<file path="config.mk">
export PLATFORM = sky130hd
export DESIGN_NAME = iq_ooo_queue
export DESIGN_NICKNAME = d
export VERILOG_FILES = /design/src/rtl/iq_pkg.sv /design/src/rtl/iq_pick_check.sv /design/src/rtl/iq_compact.sv /design/src/rtl/iq_fill.sv /design/src/rtl/iq_ooo_queue.sv
export SDC_FILE = /design/constraint.sdc
export NUM_CORES = 1
export LEC_CHECK = 0
export BUFFER_PORTS_ARGS = -buffer_cell sky130_fd_sc_hd__buf_2
export CAP_MARGIN = 25
export CELL_PAD_IN_SITES_DETAIL_PLACEMENT = 1
export CELL_PAD_IN_SITES_GLOBAL_PLACEMENT = 1
export CORE_MARGIN = 2
export CORE_UTILIZATION = 44
export DETAILED_ROUTE_END_ITERATION = 10
export GPL_ROUTABILITY_DRIVEN = 1
export GPL_TIMING_DRIVEN = 0
export PLACE_DENSITY = 0.89
export SLEW_MARGIN = 20
export SYNTH_ARGS = -nofsm -noshare
export SYNTH_HDL_FRONTEND = slang
export SYNTH_SLANG_ARGS = --single-unit
</file>
<file path="constraint.sdc">
create_clock -name clk -period 11.8 [get_ports clk]
set_clock_uncertainty 0.05 [all_clocks]
set_input_delay 1.18 -clock clk [delete_from_list [all_inputs] [get_ports clk]]
set_output_delay 1.18 -clock clk [all_outputs]
set_load 0.01 [all_outputs]
</file>
<file path="src/rtl/iq_pkg.sv">
package iq_pkg;
  localparam int unsigned IQ_SLOTS = 8;
  localparam int unsigned IQ_TOK_W = 16;

  typedef struct packed {
    logic a_ok;
    logic b_ok;
    logic err;
  } pick_dec_t;
endpackage

</file>
<file path="src/rtl/iq_pick_check.sv">
// Validates the two removal requests against the current occupancy and
// produces the keep mask used by the compaction network.
module iq_pick_check #(
  parameter int unsigned DEPTH = 8,
  localparam int unsigned IDX_W = $clog2(DEPTH),
  localparam int unsigned CNT_W = $clog2(DEPTH + 1)
) (
  input  logic [CNT_W-1:0] occ,
  input  logic             pick_a_vld,
  input  logic [IDX_W-1:0] pick_a_idx,
  input  logic             pick_b_vld,
  input  logic [IDX_W-1:0] pick_b_idx,
  output iq_pkg::pick_dec_t dec,
  output logic [DEPTH-1:0] keep,
  output logic [1:0]       n_rm
);
  logic a_in, b_in, same, a_ok, b_ok;

  always_comb begin
    a_in = CNT_W'(pick_a_idx) < occ;
    b_in = CNT_W'(pick_b_idx) < occ;
    same = pick_a_vld && pick_b_vld && (pick_a_idx == pick_b_idx);
    a_ok = pick_a_vld && a_in;
    b_ok = pick_b_vld && b_in && !same;
    dec.a_ok = a_ok;
    dec.b_ok = b_ok;
    dec.err  = (pick_a_vld && !a_in) || (pick_b_vld && (!b_in || same));
    n_rm     = {1'b0, a_ok} + {1'b0, b_ok};
  end

  for (genvar s = 0; s < DEPTH; s++) begin : g_keep
    assign keep[s] = !((a_ok && (pick_a_idx == IDX_W'(s))) ||
                       (b_ok && (pick_b_idx == IDX_W'(s))));
  end
endmodule

</file>
<file path="src/rtl/iq_compact.sv">
// Moves every kept entry to the slot given by the number of kept entries below it.
module iq_compact #(
  parameter int unsigned DEPTH = 8,
  parameter int unsigned TOK_W = 16,
  localparam int unsigned CNT_W = $clog2(DEPTH + 1)
) (
  input  logic [DEPTH*TOK_W-1:0] tok_in,
  input  logic [DEPTH-1:0]       keep,
  output logic [DEPTH*TOK_W-1:0] tok_out
);
  logic [CNT_W-1:0] rank [DEPTH];

  always_comb begin
    rank[0] = '0;
    for (int p = 1; p < DEPTH; p++) begin
      rank[p] = rank[p-1] + CNT_W'(keep[p-1]);
    end
  end

  for (genvar d = 0; d < DEPTH; d++) begin : g_dst
    always_comb begin
      tok_out[d*TOK_W +: TOK_W] = '0;
      for (int p = d; p < DEPTH; p++) begin
        if (keep[p] && (rank[p] == CNT_W'(d))) begin
          tok_out[d*TOK_W +: TOK_W] = tok_in[p*TOK_W +: TOK_W];
        end
      end
    end
  end
endmodule

</file>
<file path="src/rtl/iq_fill.sv">
// Computes free space, accepts inserts and appends them behind the survivors.
module iq_fill #(
  parameter int unsigned DEPTH  = 8,
  parameter int unsigned TOK_W  = 16,
  parameter bit          BYPASS = 1'b0,
  localparam int unsigned CNT_W = $clog2(DEPTH + 1)
) (
  input  logic [CNT_W-1:0]       occ,
  input  logic [1:0]             n_rm,
  input  logic [DEPTH*TOK_W-1:0] cmp_tok,
  input  logic                   ins_a_vld,
  input  logic [TOK_W-1:0]       ins_a_tok,
  input  logic                   ins_b_vld,
  input  logic [TOK_W-1:0]       ins_b_tok,
  output logic [DEPTH*TOK_W-1:0] nxt_tok,
  output logic [DEPTH-1:0]       nxt_vld,
  output logic [CNT_W-1:0]       free_cnt
);
  logic [CNT_W-1:0] surv, pos_a, pos_b, new_cnt;
  logic             acc_a, acc_b;

  always_comb begin
    surv = occ - CNT_W'(n_rm);
    if (BYPASS) free_cnt = CNT_W'(DEPTH) - surv;
    else        free_cnt = CNT_W'(DEPTH) - occ;
    acc_a   = ins_a_vld && (free_cnt != '0);
    acc_b   = ins_b_vld && (acc_a ? (free_cnt >= CNT_W'(2)) : (free_cnt != '0));
    pos_a   = surv;
    pos_b   = surv + CNT_W'(acc_a);
    new_cnt = surv + CNT_W'(acc_a) + CNT_W'(acc_b);
  end

  for (genvar s = 0; s < DEPTH; s++) begin : g_slot
    always_comb begin
      nxt_vld[s] = CNT_W'(s) < new_cnt;
      if (acc_a && (pos_a == CNT_W'(s)))      nxt_tok[s*TOK_W +: TOK_W] = ins_a_tok;
      else if (acc_b && (pos_b == CNT_W'(s))) nxt_tok[s*TOK_W +: TOK_W] = ins_b_tok;
      else                                    nxt_tok[s*TOK_W +: TOK_W] = cmp_tok[s*TOK_W +: TOK_W];
    end
  end
endmodule

</file>
<file path="src/rtl/iq_ooo_queue.sv">
// Top: slot registers plus the removal, compaction and fill stages.
// rst_n is expected to be deasserted synchronously by the reset tree.
module iq_ooo_queue #(
  parameter int unsigned DEPTH  = iq_pkg::IQ_SLOTS,
  parameter int unsigned TOK_W  = iq_pkg::IQ_TOK_W,
  parameter bit          BYPASS = 1'b0,
  localparam int unsigned IDX_W = $clog2(DEPTH),
  localparam int unsigned CNT_W = $clog2(DEPTH + 1)
) (
  input  logic                   clk,
  input  logic                   rst_n,
  input  logic                   ins_a_vld,
  input  logic [TOK_W-1:0]       ins_a_tok,
  input  logic                   ins_b_vld,
  input  logic [TOK_W-1:0]       ins_b_tok,
  input  logic                   pick_a_vld,
  input  logic [IDX_W-1:0]       pick_a_idx,
  input  logic                   pick_b_vld,
  input  logic [IDX_W-1:0]       pick_b_idx,
  output logic [DEPTH-1:0]       slot_vld,
  output logic [DEPTH*TOK_W-1:0] slot_tok,
  output logic [CNT_W-1:0]       free_cnt,
  output logic                   not_full,
  output logic                   pick_err
);
  logic [DEPTH-1:0]       vld_q, vld_d;
  logic [DEPTH*TOK_W-1:0] tok_q, tok_d, cmp_tok;
  logic [DEPTH-1:0]       keep;
  logic [1:0]             n_rm;
  logic [CNT_W-1:0]       occ;
  iq_pkg::pick_dec_t      dec;

  assign occ = CNT_W'($countones(vld_q));

  iq_pick_check #(.DEPTH(DEPTH)) u_pick (
    .occ(occ), .pick_a_vld(pick_a_vld), .pick_a_idx(pick_a_idx),
    .pick_b_vld(pick_b_vld), .pick_b_idx(pick_b_idx),
    .dec(dec), .keep(keep), .n_rm(n_rm)
  );

  iq_compact #(.DEPTH(DEPTH), .TOK_W(TOK_W)) u_cmp (
    .tok_in(tok_q), .keep(keep), .tok_out(cmp_tok)
  );

  iq_fill #(.DEPTH(DEPTH), .TOK_W(TOK_W), .BYPASS(BYPASS)) u_fill (
    .occ(occ), .n_rm(n_rm), .cmp_tok(cmp_tok),
    .ins_a_vld(ins_a_vld), .ins_a_tok(ins_a_tok),
    .ins_b_vld(ins_b_vld), .ins_b_tok(ins_b_tok),
    .nxt_tok(tok_d), .nxt_vld(vld_d), .free_cnt(free_cnt)
  );

  always_ff @(posedge clk or negedge rst_n) begin
    if (!rst_n) vld_q <= '0;
    else        vld_q <= vld_d;
  end

  // Token storage carries no reset; a slot loads only when it will hold an entry.
  for (genvar s = 0; s < DEPTH; s++) begin : g_tok
    always_ff @(posedge clk) begin
      if (vld_d[s]) tok_q[s*TOK_W +: TOK_W] <= tok_d[s*TOK_W +: TOK_W];
    end
  end

  assign slot_vld = vld_q;
  assign slot_tok = tok_q;
  assign not_full = free_cnt != '0;
  assign pick_err = dec.err;
endmodule

</file>
* Word-level counts from Yosys, hierarchy flattened
Cells that the tools add are included.
** Storage, ports and cells
- Register bits after elaboration :: 136
- Logic and storage cells :: 272
** Operators by class
- $add $sub $neg :: 18
- $lt $le $gt $ge :: 11
- Eq/ne operators :: 63
- Muxes and demuxes :: 53
- Reduce and logical (&&, ||, !) cells :: 118
** Operator list (count)
- two-way mux 16 bit :: 52
- logical AND 1 bit :: 76
- == test 4 x 3 -> 1 bit (second input constant) :: 18
- == test 4 x 2 -> 1 bit (second input constant) :: 15
- logical NOT 4 bit :: 9
- == test 4 x 1 -> 1 bit (second input constant) :: 8
- adder 4 x 1 -> 4 bit :: 7
- == test 3 bit (second input constant) :: 8
- < comparator 3 x 4 -> 1 bit (first input constant) :: 4
- AND reduction 2 bit :: 8
- adder 1 x 1 -> 2 bit :: 6
- == test 3 x 2 -> 1 bit (second input constant) :: 4
- logical NOT 1 bit :: 11
- logical OR 1 bit :: 10
- nonzero test 10 bit :: 1
- != test 9 x 7 -> 1 bit (second input constant) :: 1
- < comparator 1 x 4 -> 1 bit (first input constant) :: 2
- < comparator 2 x 4 -> 1 bit (first input constant) :: 2
- < comparator 3 x 4 -> 1 bit :: 2
- != test 8 x 6 -> 1 bit (second input constant) :: 1
- != test 7 x 5 -> 1 bit (second input constant) :: 1
- adder 2 x 2 -> 3 bit :: 2
- == test 3 x 1 -> 1 bit (second input constant) :: 2
- logical NOT 3 bit :: 2
- other kinds (11) :: 11

* Logic depth before layout (Yosys ltp)
- Word-level depth :: 20
- Mapped depth :: 31
- Gate-level depth less buffers :: 29

* Hierarchy
Synthesis repeated with hierarchy kept, for this count alone.
** Unflattened totals
- Cell total of the unflattened synthesis :: 1988
- Area total of the unflattened synthesis :: 15917.8 um2
** Modules (own cells, without submodules)
- iq_compact :: instances 1, cells an instance 1021, area an instance 6895.4 um2, sequential area each 0.0 um2
- iq_fill :: instances 1, cells an instance 749, area an instance 4383.0 um2, sequential area each 0.0 um2
- iq_ooo_queue :: instances 1, cells an instance 161, area an instance 4241.6 um2, sequential area each 4043.9 um2
- iq_pick_check :: instances 1, cells an instance 57, area an instance 397.9 um2, sequential area each 0.0 um2

* Worst setup path after synthesis
OpenSTA, ideal clock, no wires.
- Path kind :: register -> register
- Start :: reg vld_q[0] (netlist: slot_vld[0])
- End :: reg tok_q[32] (netlist: slot_tok[32]), enable pin
- Arrival time :: 8.892 ns
- Data required time :: 11.351 ns
- Setup slack :: 2.459 ns
- Stages on the path, launching flop included :: 30
- Buffers on the path :: 2
- Period minus slack after synthesis :: 9.341 ns
- Cell sequence :: dfrtp_1 inv_1 fa_1 fa_1 fa_1 inv_1 ha_1 fa_1 inv_1 ha_1 a221oi_4 o311ai_1 nor2_1 a22o_1 inv_1 fa_1 ha_1 inv_1 fa_1 inv_1 ha_1 ha_1 ha_1 xor2_1 a311oi_1 and4_1 clkbuf_1 nor2_1 clkbuf_1 a32oi_1
** On the way
- Longest elaborated chain between the ends :: 19
** Ends and longest elaborated chain
- start, declared :: line iq_ooo_queue.sv:26 : logic [DEPTH-1:0] vld_q, vld_d;
- start signal, assigned :: line iq_ooo_queue.sv:54 : else vld_q <= vld_d;
- adder 1 x 1 -> 2 bit (not written as such) (*) :: line iq_ooo_queue.sv:33 : assign occ = CNT_W'($countones(vld_q));
- adder 2 x 2 -> 3 bit (not written as such) (*) :: line iq_ooo_queue.sv:33
- adder 3 x 3 -> 4 bit (not written as such) (*) :: line iq_ooo_queue.sv:33
- < comparator 3 x 4 -> 1 bit :: line iq_pick_check.sv:21 : b_in = CNT_W'(pick_b_idx) < occ;
- logical AND 1 bit (2 in a row) :: line iq_pick_check.sv:24 : b_ok = pick_b_vld && b_in && !same;
- logical AND 1 bit :: line iq_pick_check.sv:33 : (b_ok && (pick_b_idx == IDX_W'(s))));
- logical OR 1 bit :: line iq_pick_check.sv:32 : assign keep[s] = !((a_ok && (pick_a_idx == IDX_W'(s))) ||
- logical NOT 1 bit :: line iq_pick_check.sv:32
- adder 1 x 1 -> 2 bit :: line iq_compact.sv:16 : rank[p] = rank[p-1] + CNT_W'(keep[p-1]);
- adder 4 x 1 -> 4 bit (5 in a row) :: line iq_compact.sv:16
- == test 4 x 2 -> 1 bit :: line iq_compact.sv:24 : if (keep[p] && (rank[p] == CNT_W'(d))) begin
- logical AND 1 bit :: line iq_compact.sv:24
- != test 8 x 6 -> 1 bit (no source line)
- AND reduction 2 bit (no source line) (*)
- end signal, assigned by index :: line iq_ooo_queue.sv:60 : if (vld_d[s]) tok_q[s*TOK_W +: TOK_W] <= tok_d[s*TOK_W +: TOK_W];
- end, declared :: line iq_ooo_queue.sv:27 : logic [DEPTH*TOK_W-1:0] tok_q, tok_d, cmp_tok;
Mark *: on every way between the ends. The rest lies on a longest branch, timed or not.
A chain may end at the register's enable or synchronous reset.

* Final worst setup path
- Start :: reg vld_q[0] (netlist: slot_vld[0])
- End :: reg tok_q[20] (netlist: slot_tok[20]), enable pin
** On the way
- Longest elaborated chain between the ends :: 19
** Ends and longest elaborated chain (line)
- adder 1 x 1 -> 2 bit (not written as such) (*) :: iq_ooo_queue.sv:33
- adder 2 x 2 -> 3 bit (not written as such) (*) :: iq_ooo_queue.sv:33
- adder 3 x 3 -> 4 bit (not written as such) (*) :: iq_ooo_queue.sv:33
- < comparator 3 x 4 -> 1 bit :: iq_pick_check.sv:21
- logical AND 1 bit (2 in a row) :: iq_pick_check.sv:24
- logical AND 1 bit :: iq_pick_check.sv:33
- logical OR 1 bit :: iq_pick_check.sv:32
- logical NOT 1 bit :: iq_pick_check.sv:32
- adder 1 x 1 -> 2 bit :: iq_compact.sv:16
- adder 4 x 1 -> 4 bit (5 in a row) :: iq_compact.sv:16
- == test 4 x 1 -> 1 bit :: iq_compact.sv:24
- logical AND 1 bit :: iq_compact.sv:24
- != test 9 x 7 -> 1 bit (no source line)
- AND reduction 2 bit (no source line) (*)
Marked as above.

==> reports/qor.txt <==
crit path setup slack, layout - 1.16 ns
register area - 4040 sq um
Post-synth top cells - nand2_1 (162), edfxtp_1 (128), nor2_1 (99), clkbuf_1 (89)
grt ovf - 0
setup bufs post-CTS - 0
Total GRT Usage - 37.1%
# hold bufs at CTS - 0
setup slack at placement - 1.35 ns
Routed WL per cell - 28.5 um
Synth Register Bits - 136
crit end category - register
Die H - 167 um
number of max-cap violations - 0
Worst-path clk slew - 0.07 ns
clock root buffer master - clkbuf_16
first-pass GRT wire length - 79200 um
Synthesized Nets - 1397
top cells by area, synth - edfxtp_1 (33%), nand2_1 (5.2%), nor2_1 (3.2%)
post-synthesis sequential area ratio - 34.7%
setup_tns - 0 ns
Max-slew headroom - 28.6%
fin. max-slew vios - 0
Syn Inst Count - 1322
vias in the first global route - 12899
Synth top area share - 33.0%
fmax - 94.0 MHz
CTS tree - yes
CTS Buffer Depth - 2
slowest stage delay, CP - 0.70 ns
Crit-path slowest cell - fa_1
r2r endpoint - slot_tok[20]$_DFFE_PP_
Worst Reg-to-Reg Cells - 30
Worst-Margin Slew - 1.06 ns
DRT Pass-1 Iters - 8
Top Ports - 186
status - finished, final reports clean
synth unique cells - 88
vias - 12925
final worst-path cycle share - 90.1%
WS Path Type - reg -> reg
critical path startpoint category - register
GPL Wtd Cong - 0.983
multi-input logic area - 6940 sq um
RR Startpoint - slot_vld[0]$_DFF_PN0_
Worst Path Required - 11.89 ns
die area - 27800 sq um
number of remaining DRC errors - 0
Detail Route Antenna Nets - 0
Synth Flop Type - edfxtp_1
initial antenna violation count - 1
drt first-iter violations - 1962
TritonCTS Buffers - 17
number of diodes - 0
Final Hold Viols - 0
IO buf count - 152
hold crit path type - in -> async
# rows - 59
Fillers - 3121
die extent in x - 167 um
CTS sink count - 136
Post-synth EDFFs - 128
Synth Cell Area - 11700 sq um
Synth Area per Inst - 8.82 sq um
HPWL after DPL - 42800 um
most numerous cell in the Yosys netlist - nand2_1
Reg2Reg Setup Slack - 1.16 ns
Min Clock Period, post-route - 10.64 ns
final net count - 1573
Yosys warning total - 0
Initial Util - 44.7%
Clk Latency, worst-skew pair - 0.44 ns
final setup fails - 0
area delta synth->final - 15.7%
CTS H-Tree Depth - 4
vias per cell - 7.00
crit path from - slot_vld[0]$_DFF_PN0_
ys async rst share - 5.88%
ratio of cells with drive above 1 in the final layout - 17.6%
largest area contributor in the netlist - edfxtp_1
RSZ-0062 raised after global routing - false
Routed WL - 52600 um
critical-path maximum fanout - 13
pin count of the biggest net entering global routing - 17
CTS resizes - 0
CP arrival - 10.73 ns
Hold Slack - 0.512 ns
Core ar. - 26100 sq um
==> metrics by stage <==
| stage | utilization, % | instance area [sq um] | cells |
|---|---|---|---|
| 2_1_floorplan | - | 11700 | 1322 |
| 5_1_grt | 51.8 | 13500 | 1846 |
| 4_1_cts | 51.8 | 13500 | 1846 |
| 3_5_place_dp | 49.6 | 12900 | 1814 |
| 3_3_place_gp | 49.3 | 12800 | 1809 |
| 6_report | 51.8 | 13500 | 1846 |
==> cell families (layout without fill, tap and decap cells) <==
kind of cell,count (synthesis),in the layout,synth area share [%]
DFF,136,136,34.7
adders and majority gates,31,31,3.78
buffers and inverters,175,364,6.10
AOI/OAI and AO/OA,437,437,29.3
muxes,32,32,2.76
and+or+nand+nor,490,490,21.5
xor gates and xnor gates,21,21,1.94
==> worst max path at each step <==
stage	cells past startpoint	end
2_1_floorplan	29	slot_tok[32]$_DFFE_PP_
3_3_place_gp	29	slot_tok[25]$_DFFE_PP_
3_5_place_dp	30	slot_tok[26]$_DFFE_PP_
4_1_cts	30	slot_tok[20]$_DFFE_PP_
5_1_grt	30	slot_tok[20]$_DFFE_PP_
6_report	30	slot_tok[20]$_DFFE_PP_
==> area by class of cell <==
| type | count | area share, % |
|---|---|---|
| timing repair buffer | 157 | 6.06 |
| clock buffer | 18 | 3.18 |
| sequential | 136 | 30.0 |
| buffer | 136 | 4.18 |
| clock inverter | 14 | 0.983 |
| multi-input combinational | 1011 | 51.4 |
| tap | 335 | 3.11 |
| inverter | 39 | 1.09 |
==> flip-flops by register name, indices dropped and copies added (netlist names) <==
signal,count
slot_tok,128
slot_vld,8
==> cell usage in the layout (no fill, tap or decap), drive strengths merged, types with 10 or more instances in the layout <==
cell	netlist	routed
o22a	16	16
o211ai	31	31
nor2	101	101
mux2i	31	31
a222oi	30	30
a21oi	43	43
a311oi	17	17
o21ai	60	60
buf	47	204
or4	15	15
xnor2	15	15
edfxtp	128	128
and3	20	20
or3	20	20
o221ai	14	14
inv	39	47
a22o	18	18
a22oi	30	30
a221o	31	31
nand2b	15	15
a31oi	39	39
and2	35	35
clkbuf	89	107
nor3	10	10
o221a	16	16
nand2	162	162
o22ai	18	18
ha	24	24
nand3	48	48
a221oi	16	16
o31ai	10	10
==> critical path, delay by kind of cell, from the launching register on <==
family | cells | cell delay (ns)
and+or+nand+nor | 4 | 1.50
buffers and inverters | 8 | 1.01
adders and majority gates | 12 | 5.25
DFF | 1 | 0.35
AOI/OAI and AO/OA | 5 | 1.96
xor gates and xnor gates | 1 | 0.17
==> layer usage <==
metal  vias to the layer above  GRT usage, %  share of wire (%)
met5                         -             0              0.025
met4                         2          13.0                3.3
met3                       139          7.41                 13
met2                       987          56.8                 43
met1                      6273          52.3                 41
li1                       5524             -                  -
Power is left out: the tool's default activity adds up to more than one toggle a clock period on the data nets, which glitch-free logic cannot reach.
